**config.mk**
```make
export PLATFORM = sky130hd
export DESIGN_NAME = bus_takeover
export DESIGN_NICKNAME = d
export VERILOG_FILES = /design/src/rtl/bus_takeover_pkg.sv /design/src/rtl/bus_takeover_sync.sv /design/src/rtl/bus_takeover_tick.sv /design/src/rtl/bus_takeover_down_cnt.sv /design/src/rtl/bus_takeover.sv
export SDC_FILE = /design/constraint.sdc
export NUM_CORES = 1
export LEC_CHECK = 0
export BUFFER_PORTS_ARGS = -buffer_cell sky130_fd_sc_hd__buf_2
export CORE_ASPECT_RATIO = 1.75
export CORE_MARGIN = 2
export CORE_UTILIZATION = 60
export DETAILED_ROUTE_END_ITERATION = 8
export PLACE_DENSITY = 0.82
export SETUP_SLACK_MARGIN = 0.3
export SKIP_LAST_GASP = 1
export SYNTH_ARGS = -nofsm -noshare
export SYNTH_HDL_FRONTEND = slang
export SYNTH_SLANG_ARGS = --single-unit
export TNS_END_PERCENT = 30
```
**constraint.sdc**
```tcl
create_clock -name clk_i -period 3.7 [get_ports clk_i]
set_input_delay 0.555 -clock clk_i [delete_from_list [all_inputs] [get_ports clk_i]]
set_output_delay 0.555 -clock clk_i [all_outputs]
set_load 0.005 [all_outputs]
```
**src/rtl/bus_takeover_pkg.sv**
```systemverilog
package bus_takeover_pkg;

  typedef enum logic [1:0] {
    ST_HELD     = 2'd0,
    ST_HELD_OWN = 2'd1,
    ST_RUN      = 2'd2,
    ST_RUN_OWN  = 2'd3
  } tk_state_e;

  typedef enum logic [2:0] {
    CMD_RESET   = 3'd0,
    CMD_REQUEST = 3'd1,
    CMD_RELEASE = 3'd2,
    CMD_RUN     = 3'd3,
    CMD_RESTART = 3'd4,
    CMD_MCYCLE  = 3'd5
  } tk_cmd_e;

  typedef enum logic [2:0] {
    PH_SETUP,
    PH_IDLE,
    PH_ACK,
    PH_PULSE,
    PH_MC_REL
  } tk_phase_e;

endpackage

```
**src/rtl/bus_takeover_sync.sv**
```systemverilog
module bus_takeover_sync #(
  parameter int unsigned STAGES   = 2,
  parameter logic        RESET_VAL = 1'b1
) (
  input  logic clk_i,
  input  logic rst_ni,
  input  logic d_i,
  output logic q_o
);
  logic [STAGES-1:0] sync_q;

  always_ff @(posedge clk_i or negedge rst_ni) begin
    if (!rst_ni) sync_q <= {STAGES{RESET_VAL}};
    else         sync_q <= {sync_q[STAGES-2:0], d_i};
  end

  assign q_o = sync_q[STAGES-1];
endmodule

```
**src/rtl/bus_takeover_tick.sv**
```systemverilog
module bus_takeover_tick #(
  parameter int unsigned TICK_CYCLES = 5_000_000
) (
  input  logic clk_i,
  input  logic rst_ni,
  input  logic clear_i,
  output logic tick_o
);
  localparam int unsigned CW = $clog2(TICK_CYCLES + 1);
  localparam logic [CW-1:0] LAST = CW'(TICK_CYCLES - 1);

  logic [CW-1:0] cnt_q;

  always_ff @(posedge clk_i or negedge rst_ni) begin
    if (!rst_ni)            cnt_q <= '0;
    else if (clear_i)       cnt_q <= '0;
    else if (cnt_q == LAST) cnt_q <= '0;
    else                    cnt_q <= cnt_q + 1'b1;
  end

  assign tick_o = (cnt_q == LAST) && !clear_i;
endmodule

```
**src/rtl/bus_takeover_down_cnt.sv**
```systemverilog
module bus_takeover_down_cnt #(
  parameter int unsigned WIDTH = 8
) (
  input  logic             clk_i,
  input  logic             rst_ni,
  input  logic             load_i,
  input  logic [WIDTH-1:0] load_val_i,
  input  logic             dec_i,
  output logic             zero_o
);
  logic [WIDTH-1:0] cnt_q;

  always_ff @(posedge clk_i or negedge rst_ni) begin
    if (!rst_ni)                cnt_q <= '0;
    else if (load_i)            cnt_q <= load_val_i;
    else if (dec_i && |cnt_q)   cnt_q <= cnt_q - 1'b1;
  end

  assign zero_o = (cnt_q == '0);
endmodule

```
**src/rtl/bus_takeover.sv**
```systemverilog
module bus_takeover
  import bus_takeover_pkg::*;
#(
  parameter int unsigned TICK_CYCLES   = 5_000_000,
  parameter int unsigned TIMEOUT_TICKS = 20,
  parameter int unsigned PULSE_CYCLES  = 500,
  parameter int unsigned SYNC_STAGES   = 2
) (
  input  logic       clk_i,
  input  logic       rst_ni,
  input  logic       cmd_valid_i,
  input  logic [2:0] cmd_i,
  output logic       busy_o,
  output logic [1:0] state_o,
  output logic       busreq_no,
  input  logic       busack_ni,
  input  logic       rst_pin_i,
  output logic       rst_o,
  output logic       rst_oe_o,
  output logic       bus_oe_o
);
  localparam int unsigned TOW = $clog2(TIMEOUT_TICKS + 1);
  localparam int unsigned PLW = $clog2(PULSE_CYCLES + 1);

  tk_state_e st_q;
  tk_phase_e ph_q;
  logic pol_q, rst_act_q, rst_oe_q, busreq_n_q, bus_oe_q, reopen_q;
  logic ack_hi, tick, to_zero, pl_zero, to_ld, pl_ld, idle_cmd;

  bus_takeover_sync #(.STAGES(SYNC_STAGES), .RESET_VAL(1'b1)) u_ack_sync (
    .clk_i, .rst_ni, .d_i(busack_ni), .q_o(ack_hi)
  );

  bus_takeover_tick #(.TICK_CYCLES(TICK_CYCLES)) u_tick (
    .clk_i, .rst_ni, .clear_i(to_ld), .tick_o(tick)
  );

  bus_takeover_down_cnt #(.WIDTH(TOW)) u_to_cnt (
    .clk_i, .rst_ni, .load_i(to_ld), .load_val_i(TOW'(TIMEOUT_TICKS)),
    .dec_i(tick && ph_q == PH_ACK), .zero_o(to_zero)
  );

  bus_takeover_down_cnt #(.WIDTH(PLW)) u_pl_cnt (
    .clk_i, .rst_ni, .load_i(pl_ld), .load_val_i(PLW'(PULSE_CYCLES - 1)),
    .dec_i(ph_q == PH_PULSE), .zero_o(pl_zero)
  );

  assign idle_cmd = (ph_q == PH_IDLE) && cmd_valid_i;

  always_comb begin
    to_ld = 1'b0;
    pl_ld = 1'b0;
    if (idle_cmd) begin
      unique case (cmd_i)
        CMD_REQUEST: to_ld = (st_q == ST_HELD) || (st_q == ST_RUN);
        CMD_RUN:     pl_ld = (st_q == ST_HELD_OWN);
        CMD_RESTART: pl_ld = st_q[1];
        default: ;
      endcase
    end
    if (ph_q == PH_MC_REL && ack_hi) to_ld = 1'b1;
  end

  always_ff @(posedge clk_i or negedge rst_ni) begin
    if (!rst_ni) begin
      st_q       <= ST_HELD;
      ph_q       <= PH_SETUP;
      pol_q      <= 1'b0;
      rst_act_q  <= 1'b1;
      rst_oe_q   <= 1'b0;
      busreq_n_q <= 1'b1;
      bus_oe_q   <= 1'b0;
      reopen_q   <= 1'b0;
    end else begin
      unique case (ph_q)
        PH_SETUP: begin
          pol_q    <= rst_pin_i;
          rst_oe_q <= 1'b1;
          ph_q     <= PH_IDLE;
        end
        PH_IDLE: if (cmd_valid_i) begin
          unique case (cmd_i)
            CMD_RESET: begin
              bus_oe_q   <= 1'b0;
              rst_act_q  <= 1'b1;
              busreq_n_q <= 1'b1;
              st_q       <= ST_HELD;
            end
            CMD_REQUEST: if (st_q == ST_HELD || st_q == ST_RUN) begin
              busreq_n_q <= 1'b0;
              rst_act_q  <= 1'b0;
              ph_q       <= PH_ACK;
            end
            CMD_RELEASE: if (st_q[0]) begin
              bus_oe_q   <= 1'b0;
              busreq_n_q <= 1'b1;
              if (st_q == ST_HELD_OWN) begin
                rst_act_q <= 1'b1;
                st_q      <= ST_HELD;
              end else begin
                st_q      <= ST_RUN;
              end
            end
            CMD_RUN: begin
              if (st_q == ST_HELD) begin
                rst_act_q <= 1'b0;
                st_q      <= ST_RUN;
              end else if (st_q == ST_HELD_OWN) begin
                bus_oe_q  <= 1'b0;
                rst_act_q <= 1'b1;
                reopen_q  <= 1'b1;
                st_q      <= ST_RUN_OWN;
                ph_q      <= PH_PULSE;
              end
            end
            CMD_RESTART: if (st_q[1]) begin
              rst_act_q <= 1'b1;
              reopen_q  <= 1'b0;
              ph_q      <= PH_PULSE;
            end
            CMD_MCYCLE: if (st_q == ST_RUN_OWN) begin
              bus_oe_q   <= 1'b0;
              busreq_n_q <= 1'b1;
              ph_q       <= PH_MC_REL;
            end
            default: ;
          endcase
        end
        PH_ACK: begin
          if (!ack_hi) begin
            bus_oe_q <= 1'b1;
            st_q     <= tk_state_e'({st_q[1], 1'b1});
            ph_q     <= PH_IDLE;
          end else if (to_zero) begin
            ph_q <= PH_IDLE;
            // origin decides the failure path; an M_Cycle retry keeps its request
            if (st_q == ST_HELD) begin
              rst_act_q  <= 1'b1;
              busreq_n_q <= 1'b1;
            end else if (st_q == ST_RUN) begin
              busreq_n_q <= 1'b1;
            end
          end
        end
        PH_PULSE: if (pl_zero) begin
          rst_act_q <= 1'b0;
          if (reopen_q) bus_oe_q <= 1'b1;
          ph_q <= PH_IDLE;
        end
        PH_MC_REL: if (ack_hi) begin
          busreq_n_q <= 1'b0;
          ph_q       <= PH_ACK;
        end
        default: ph_q <= PH_IDLE;
      endcase
    end
  end

  assign busy_o    = (ph_q != PH_IDLE);
  assign state_o   = st_q;
  assign busreq_no = busreq_n_q;
  assign rst_o     = rst_act_q ? pol_q : ~pol_q;
  assign rst_oe_o  = rst_oe_q;
  assign bus_oe_o  = bus_oe_q;
endmodule

```
Word level (Yosys, flattened, before mapping)
Index checks and enable logic that the tools add are counted.
{"block": "op_classes", "n_addsub": 3, "mul": 0, "div_mod_pow": 0, "n_lt_le_gt_ge": 0, "n_eq_ne": 41, "shift": 0, "n_mux": 68, "bitwise_logic": 2, "n_reduce_logical": 29}
{"cell": "$mux 23", "n": 2}
{"cell": "$reduce_and 10->1", "n": 4}
{"cell": "$mux 1", "n": 35}
{"cell": "$mux 3", "n": 10}
{"cell": "$ne 3x3->1 const B", "n": 8}
{"cell": "$pmux 3 s4", "n": 2}
{"cell": "$add 23x1->23 const B", "n": 1}
{"cell": "$eq 23x23->1 const B", "n": 1}
{"cell": "$mux 9", "n": 2}
{"cell": "$ne 2x2->1 const B", "n": 9}
{"cell": "$ne 5x1->1 const B", "n": 3}
{"cell": "$eq 3x2->1 const B", "n": 4}
{"cell": "$reduce_and 6->1", "n": 2}
{"cell": "$mux 2", "n": 5}
{"cell": "$mux 5", "n": 2}
{"cell": "$eq 3x3->1 const B", "n": 3}
{"cell": "$logic_not 9->1", "n": 1}
{"cell": "$pmux 1 s3", "n": 3}
{"cell": "$reduce_bool 3->1", "n": 3}
{"cell": "$reduce_or 9->1", "n": 1}
{"cell": "$sub 9x1->9 const B", "n": 1}
{"cell": "$pmux 1 s4", "n": 2}
{"cell": "$reduce_bool 2->1", "n": 4}
{"cell": "$eq 3x1->1 const B", "n": 2}
{"cell": "other kinds (21)", "n": 33}
{"block": "word_totals", "register_bits": 50, "latchBits": 0, "ramBits": 0, "mem_bits_ro": 0, "in_bits": 8, "output_inout_bits": 7, "wordCells": 156, "memories": 0}

Logic depth before layout (Yosys ltp)
Gate-level depths: netlist of the first run.
{"block": "logic_depth", "ltp_word": 11, "mapped_depth": 8}

Cells and area by module
Synthesis of the first run repeated with hierarchy kept, for this count alone.
{"block": "hier_totals", "hier_cells": 356, "hier_area_um2": 3134.3}
{"mod": "bus_takeover_tick", "instances": 1, "cells_per_inst": 127, "area_each_um2": 1229.9, "seq_area_each_um2": 575.6}
{"mod": "bus_takeover", "instances": 1, "cells_per_inst": 120, "area_each_um2": 923.4, "seq_area_each_um2": 277.8}
{"mod": "bus_takeover_down_cnt (u_pl_cnt)", "instances": 1, "cells_per_inst": 75, "area_each_um2": 624.3, "seq_area_each_um2": 225.2}
{"mod": "bus_takeover_down_cnt (u_to_cnt)", "instances": 1, "cells_per_inst": 32, "area_each_um2": 304.0, "seq_area_each_um2": 125.1}
{"mod": "bus_takeover_sync", "instances": 1, "cells_per_inst": 2, "area_each_um2": 52.6, "seq_area_each_um2": 52.6}

Worst setup path before layout of the first run
No wires, ideal clock.
{"block": "synth_timing", "path_type": "reg-to-reg", "start": "register u_to_cnt.cnt_q[0]", "end": "register ph_q[1]", "setup_ns": 0.125, "arrival_time_ns": 1.886, "setup_slack_ns": 1.689, "path_stages_with_launch": 8, "n_path_buf": 0, "period_less_slack_ns": 2.011, "cell_sequence": "dfrtp_1 -> inv_1 -> ha_1 -> or4b_4 -> and3b_4 -> a31oi_4 -> o311ai_2 -> mux2_4"}
{"block": "synth_via", "elab_chain_len": 3}
{"element": "start, declared", "line": "bus_takeover_down_cnt.sv:11", "text": "logic [WIDTH-1:0] cnt_q;"}
{"element": "start signal, assigned", "line": "bus_takeover_down_cnt.sv:15", "text": "else if (load_i) cnt_q <= load_val_i;"}
{"element": "start signal, assigned", "line": "bus_takeover_down_cnt.sv:16", "text": "else if (dec_i && |cnt_q) cnt_q <= cnt_q - 1'b1;"}
{"element": "$logic_not 5->1", "line": "bus_takeover_down_cnt.sv:19", "text": "assign zero_o = (cnt_q == '0);"}
{"element": "$ne 3x3->1 (no source line)"}
{"element": "$reduce_and 10->1 (no source line)"}
{"element": "end signal, assigned", "line": "bus_takeover.sv:67", "text": "ph_q <= PH_SETUP;"}
{"element": "end signal, assigned", "line": "bus_takeover.sv:79", "text": "ph_q <= PH_IDLE;"}
{"element": "end signal, assigned", "line": "bus_takeover.sv:92", "text": "ph_q <= PH_ACK;"}
{"element": "end, declared", "line": "bus_takeover.sv:26", "text": "tk_phase_e ph_q;"}
No other way between the ends.
A chain may end at the register's enable or synchronous reset.

Final worst setup path of the first run
{"block": "layout_timing", "start": "register u_pl_cnt.cnt_q[0]", "end": "register ph_q[1]"}
{"block": "layout_via", "elab_chain_len": 3}
{"element": "start, declared", "line": "bus_takeover_down_cnt.sv:11"}
{"element": "start signal, assigned", "line": "bus_takeover_down_cnt.sv:15"}
{"element": "start signal, assigned", "line": "bus_takeover_down_cnt.sv:16"}
{"element": "$logic_not 9->1", "line": "bus_takeover_down_cnt.sv:19"}
{"element": "$ne 2x2->1 (no source line)"}
{"element": "$reduce_and 10->1 (no source line)"}
No other way between the ends.

==> impl_metrics.json, run 1 <==
{
  "rows": 33,
  "grt_max_degree": 51,
  "syn_area_um2": 2861,
  "first_iter_violations": 76,
  "die_x_um": 56.21,
  "drive_gt1_share_pct": 13.56,
  "finalHoldViolations": 0,
  "htree_levels": 2,
  "min_from": "busack_ni",
  "diodes": 0,
  "antenna_found_initial": 0,
  "holdPathStages": 1,
  "cp.required_ns": 3.91,
  "synth-edff-count": 0,
  "grt_pass1_vias": 2234,
  "cp-end-kind": "flop",
  "synth_ff_type": "dfrtp_1",
  "p_leak_nw": 1.279,
  "cp_cell_sequence": "inv_1 > ha_1 > nor3b_1 > nand4_1 > a31oi_1 > o311ai_2 > mux2_4",
  "grt_pass1_wl_um": 10230,
  "hpwl_um": 4282,
  "r2r-end": "ph_q[1]",
  "critPathKind": "reg -> reg",
  "synth_top_area_cell": "dfrtp_1",
  "synth_cell_types": 55,
  "synth_nets": 318,
  "grt.total_usage_pct": 24.23,
  "fmax_mhz": 430.4,
  "max-slew-margin-rel_pct": 28.69,
  "fp.dieArea_um2": 5359,
  "cts_tree": "built",
  "synth_most_common_cell": "dfrtp_1",
  "synth_area_leaders": "dfrtp_1, nor2_1, xor2_1",
  "yosys_warnings": 0,
  "fin_crit_ns": 2.324,
  "clk_pin_slew_ns": 0.10,
  "r2r_setup_slack_ns": 1.38,
  "synthArstFlopShare_pct": 100.0,
  "drt-pass1-iter-count": 4,
  "areaGrowthSynthToFinish_pct": 6.908,
  "crit_arrival_ns": 2.53,
  "crit_start": "u_pl_cnt.cnt_q[0]",
  "fin_tns_setup_ns": 0,
  "yosys.area.top_type_share_pct": 40.23,
  "io_pins": 15,
  "clock_latency_ns": 0.31,
  "whs_endpoint": "u_ack_sync.sync_q[0]",
  "reg2reg_depth": 7,
  "wl_um": 5910,
  "syn-instance-count": 307,
  "setup_viol": 0,
  "final_core_util_pct": 66.15,
  "crit_fanout": 4,
  "fin_worst_skew_ns": 0.01066,
  "cellPowerDensity_nw_per_um2": 628.0,
  "numCtsBuffers": 5,
  "cts-root-buf": "clkbuf_8",
  "worst_pin_slew_ns": 1.070,
  "cts_max_path_buffers": 2,
  "gp_congestion": 0.8774,
  "min_path_type": "in -> reg",
  "clock_sinks": 50,
  "slew_violations": 0,
  "ys_ff_latch": 50,
  "outcome": "finished, final reports clean",
  "ys_seq_area_share_pct": 43.90,
  "cp-start-kind": "flop",
  "via_count": 2276,
  "min_period_over_period_pct": 62.80,
  "drtAntennaViolNets": 0,
  "postCtsSetupBuffers": 0,
  "chipHeight_um": 95.36,
  "rsz0062_at_grt": "false",
  "post-route-drc-count": 0,
  "synth_common_cells": "dfrtp_1, nor2_1, nand2_1",
  "io_buffers": 14,
  "cts-hold-fix-buffers": 0,
  "max_cap_violations": 0,
  "nets": 327,
  "cpPeakStageDelay_ns": 0.41,
  "fill_cells": 401,
  "overflow": 0,
  "wire_per_inst_um": 16.02,
  "start_util_pct": 61.88,
  "cts.repair.resized": 0,
  "vdd_ir_drop_max_v": 0.0004016,
  "avgSynthCellArea_um2": 9.321,
  "routed_via_density": 6.168,
  "slowest_stage": "nor3b_1",
  "worstReg2RegStart": "u_pl_cnt.cnt_q[0]",
  "core_area_um2": 4624
}
==> final cells by class <==
cell class | count | area, um^2 | area share (%)
repair buffers | 14 | 70.07 | 2.290
well taps | 52 | 65.06 | 2.127
flip-flops and latches | 50 | 1256 | 41.06
clock buffers | 5 | 68.82 | 2.249
multi-input cells | 230 | 1494 | 48.83
inverters | 15 | 56.30 | 1.840
clock inverters | 3 | 48.80 | 1.595
==> worst max path at each step <==
stage                             to  cells past startpoint
finish                       ph_q[1]                      7
global route         u_tick.cnt_q[3]                      5
CTS                  u_tick.cnt_q[5]                      5
detailed placement   u_tick.cnt_q[5]                      6
global placement    u_tick.cnt_q[20]                      6
floorplan                    ph_q[1]                      7
==> sequential cells by signal, summed over array words and instances (netlist names) <==
name,cells
u_to_cnt.cnt_q,5
u_pl_cnt.cnt_q,9
rst_act_q,1
reopen_q,1
u_tick.cnt_q,23
ph_q,3
busreq_no,1
bus_oe_o,1
rst_oe_o,1
state_o,2
pol_q,1
u_ack_sync.sync_q,2
==> report_power, final <==
group,internal (mW),switching [mW]
clock,0.206,0.200
sequential,0.680,0.182
combinational,0.322,0.332
total,1.21,0.713
==> critical path, delay by kind of cell, from the launching register on <==
| kind | cells | cell delay [ns] |
|---|---|---|
| buffers and inverters | 1 | 0.08 |
| AND/OR/NAND/NOR | 2 | 0.66 |
| flip-flops | 1 | 0.40 |
| multiplexers | 1 | 0.32 |
| AO/OA/AOI/OAI | 2 | 0.54 |
| adder cells (fa/ha/maj) | 1 | 0.21 |
==> per-layer routing <==
metal	vias up	part of all wire [%]	GRT usage, %
met1	1114	39	27.76
met5	-	0	0
met4	0	3.4	11.71
met2	57	55	44.41
met3	15	2.8	2.714
li1	1090	-	-
==> logic make-up (layout without fill, tap and decap cells) <==
family / Yosys count / in the layout / synth area share, %
fa+ha+maj: 3 / 3 / 1.312
buf+inv: 27 / 37 / 3.891
xor+xnor: 30 / 30 / 9.182
simple gates: 139 / 139 / 26.02
compound gates: 51 / 51 / 12.77
flops: 50 / 50 / 43.90
mux: 7 / 7 / 2.930
==> layout by cell type, fill, tap and decap left out, drive strengths merged, types with 5 or more instances in the layout <==
cell / instances
o21ai: 16
mux2: 5
a31oi: 6
nor2b: 7
clkbuf: 5
nand3: 17
buf: 14
nand2: 27
nor4: 6
inv: 16
dfrtp: 46
a21oi: 6
xor2: 17
nand2b: 7
xnor2: 13
nand4: 9
nor2: 41
==> through the flow <==
stage               instances  hold slack [ns]  area (um^2)  setup WS (ns)  total power, mW
finish                    369           0.3409         3059          1.376            1.921
detailed placement        361           0.3475         2942          1.243            1.529
global placement          361           0.3457         2942          1.314            1.498
global route              369           0.3326         3059          1.122            2.055
CTS                       369           0.3293         3059          1.395            1.934
floorplan                 307           0.2594         2861          1.689            1.345
Note: power is estimated with default switching activity, not from simulation.
==> run 2: changes to the inputs <==
- ABC_AREA: default -> 1
- clock period: 3.7 -> 2.4 ns (I/O delays scaled with it)
==> run 2 against run 1 <==
Effect of this change:
- clock power rose by 19%
- sequential power up 53%
- cell area increased by 13%
- critical path depth is 2 higher
- synthesized area increased by 13%
- non-clock buffer count grew 1
- highest routed layer unchanged
==> impl_metrics.json, run 2 <==
{
  "synth_most_common_cell": "nand2_1",
  "antenna_found_initial": 0,
  "critPathKind": "reg -> reg",
  "yosys_warnings": 0,
  "routed_via_density": 5.616,
  "avgSynthCellArea_um2": 7.039,
  "ys_ff_latch": 50,
  "cpPeakStageDelay_ns": 0.39,
  "fmax_mhz": 533.5,
  "crit_top_cell": "nand2_1",
  "rsz0062_at_grt": "false",
  "synth_area_leaders": "dfrtp_1, nand2_1, nor2_1",
  "cts_tree": "built",
  "post-route-drc-count": 0,
  "postCtsSetupBuffers": 0,
  "largest-register": "u_tick.cnt_q",
  "max-slew-margin-rel_pct": 57.89,
  "synth-edff-count": 0,
  "grt_pass1_wl_um": 13740,
  "p_leak_nw": 1.650,
  "ys_seq_area_share_pct": 38.79,
  "cp-start-kind": "flop",
  "finalHoldViolations": 0,
  "syn-instance-count": 460,
  "slowest_stage": "dfrtp_1",
  "cts_max_path_buffers": 2,
  "start_util_pct": 61.62,
  "vdd_ir_drop_max_v": 0.0004667,
  "fill_cells": 500,
  "mostFrequentLayoutCell": "nand2_1",
  "fin_tns_setup_ns": 0,
  "cts-root-buf": "clkbuf_8",
  "synthArstFlopShare_pct": 100.0,
  "rows": 35,
  "worst_pin_slew_ns": 0.6317,
  "dpl.cell_count": 528,
  "worstReg2RegStart": "u_pl_cnt.cnt_q[0]",
  "clock_latency_ns": 0.30,
  "io_pins": 15,
  "numCtsBuffers": 5,
  "fin_crit_ns": 1.874,
  "drt-pass1-iter-count": 4,
  "gp_congestion": 0.9996,
  "synth_nets": 471,
  "fin_worst_skew_ns": 0.003858,
  "min_period_over_period_pct": 78.10,
  "grt_pass1_vias": 3114,
  "cts-hold-fix-buffers": 0,
  "cp-end-kind": "flop",
  "grt.total_usage_pct": 29.82,
  "outcome": "finished, final reports clean",
  "r2r_setup_slack_ns": 0.53,
  "setup_viol": 0,
  "crit_family": "simple AND/OR/NAND/NOR gates",
  "synth_common_cells": "nand2_1, nor2_1, inv_1",
  "cp_num_buf_inv": 1,
  "first_iter_violations": 177,
  "r2r-end": "bus_oe_o",
  "max_cap_violations": 0,
  "clock_sinks": 50,
  "synth_top_area_cell": "dfrtp_1",
  "drive_gt1_share_pct": 11.85,
  "synth_ff_type": "dfrtp_1",
  "synth_cell_types": 34,
  "cp.required_ns": 2.59,
  "cellPowerDensity_nw_per_um2": 953.7,
  "fp.dieArea_um2": 6023,
  "die_x_um": 59.53,
  "crit_arrival_ns": 2.07,
  "chipHeight_um": 101.2,
  "areaGrowthSynthToFinish_pct": 6.337,
  "reg2reg_depth": 9,
  "via_count": 3010,
  "slew_violations": 0,
  "cts.repair.resized": 0,
  "yosys.area.top_type_share_pct": 35.55,
  "overflow": 0,
  "min_path_type": "in -> async",
  "fin_cells": 536,
  "core_area_um2": 5255,
  "largest_reg_flops": 23,
  "wl_um": 7936,
  "hpwl_um": 6145,
  "top_regs": "u_tick.cnt_q (23), u_pl_cnt.cnt_q (9), u_to_cnt.cnt_q (5)",
  "crit_fanout": 4,
  "io_buffers": 14,
  "wire_per_inst_um": 14.81,
  "diodes": 0,
  "clk_pin_slew_ns": 0.09,
  "nets": 491,
  "drtAntennaViolNets": 0,
  "syn_area_um2": 3238,
  "final_cell_mix": "nand2_1, nor2_1, inv_1",
  "cp_cell_sequence": "inv_1 > ha_1 > nand2_1 > nor2_1 > nand3_1 > a21oi_1 > nand3_1 > nand2_1 > nand2_1",
  "grt_max_degree": 51,
  "htree_levels": 2
}
## run 2: cells by family (layout without fill, tap and decap cells)
logic type | Yosys count | in the layout | synth area share, %
AOI/OAI and AO/OA | 31 | 31 | 5.448
xor gates and xnor gates | 12 | 12 | 3.246
DFF | 50 | 50 | 38.79
and+or+nand+nor | 299 | 299 | 42.70
adders and majority gates | 3 | 3 | 1.159
muxes | 2 | 2 | 0.6569
buffers and inverters | 63 | 84 | 7.999
## run 2: power breakdown
part | internal [mW] | switching, mW | total (mW)
clock network | 0.207 | 0.275 | 0.482
registers | 1.08 | 0.242 | 1.32
logic | 0.535 | 0.946 | 1.48
total | 1.82 | 1.46 | 3.28
## run 2: worst max path at each step
stage,start,endpoint,depth (start not counted)
finish,u_pl_cnt.cnt_q[0],bus_oe_o,9
global route,u_pl_cnt.cnt_q[0],bus_oe_o,9
CTS,u_pl_cnt.cnt_q[0],bus_oe_o,9
detailed placement,u_pl_cnt.cnt_q[0],bus_oe_o,9
global placement,u_pl_cnt.cnt_q[0],bus_oe_o,9
floorplan,u_pl_cnt.cnt_q[0],u_pl_cnt.cnt_q[0],9
## run 2: final cells by class
class	count	area, um^2	area share, %
inverters	61	234.0	6.795
well taps	55	68.82	1.999
clock buffers	7	76.32	2.217
repair buffers	15	77.57	2.253
flip-flops and latches	50	1256	36.48
multi-input cells	347	1723	50.04
clock inverters	1	7.507	0.2180
## run 2: stage by stage
| stage | setup slack (ns) | util (%) | total power [mW] | instance area, um^2 | hold WS, ns |
|---|---|---|---|---|---|
| after floorplan | 0.8499 | - | 2.392 | 3238 | 0.06441 |
| after global placement | 0.6363 | 63.93 | 2.765 | 3359 | 0.3468 |
| after detailed placement | 0.5831 | 63.93 | 2.799 | 3359 | 0.3487 |
| after CTS | 0.5652 | 65.52 | 3.283 | 3443 | 0.1464 |
| after global routing | 0.3315 | 65.52 | 3.573 | 3443 | 0.1419 |
| final | 0.5256 | 65.52 | 3.284 | 3443 | 0.1461 |
## run 2: metal layers
metal	part of all wire, %	global-route usage, %	vias up
met2	55	55.28	63
met1	38	31.42	1403
met4	5.1	16.24	0
met5	0	0	-
met3	2.1	3.321	31
li1	-	-	1513
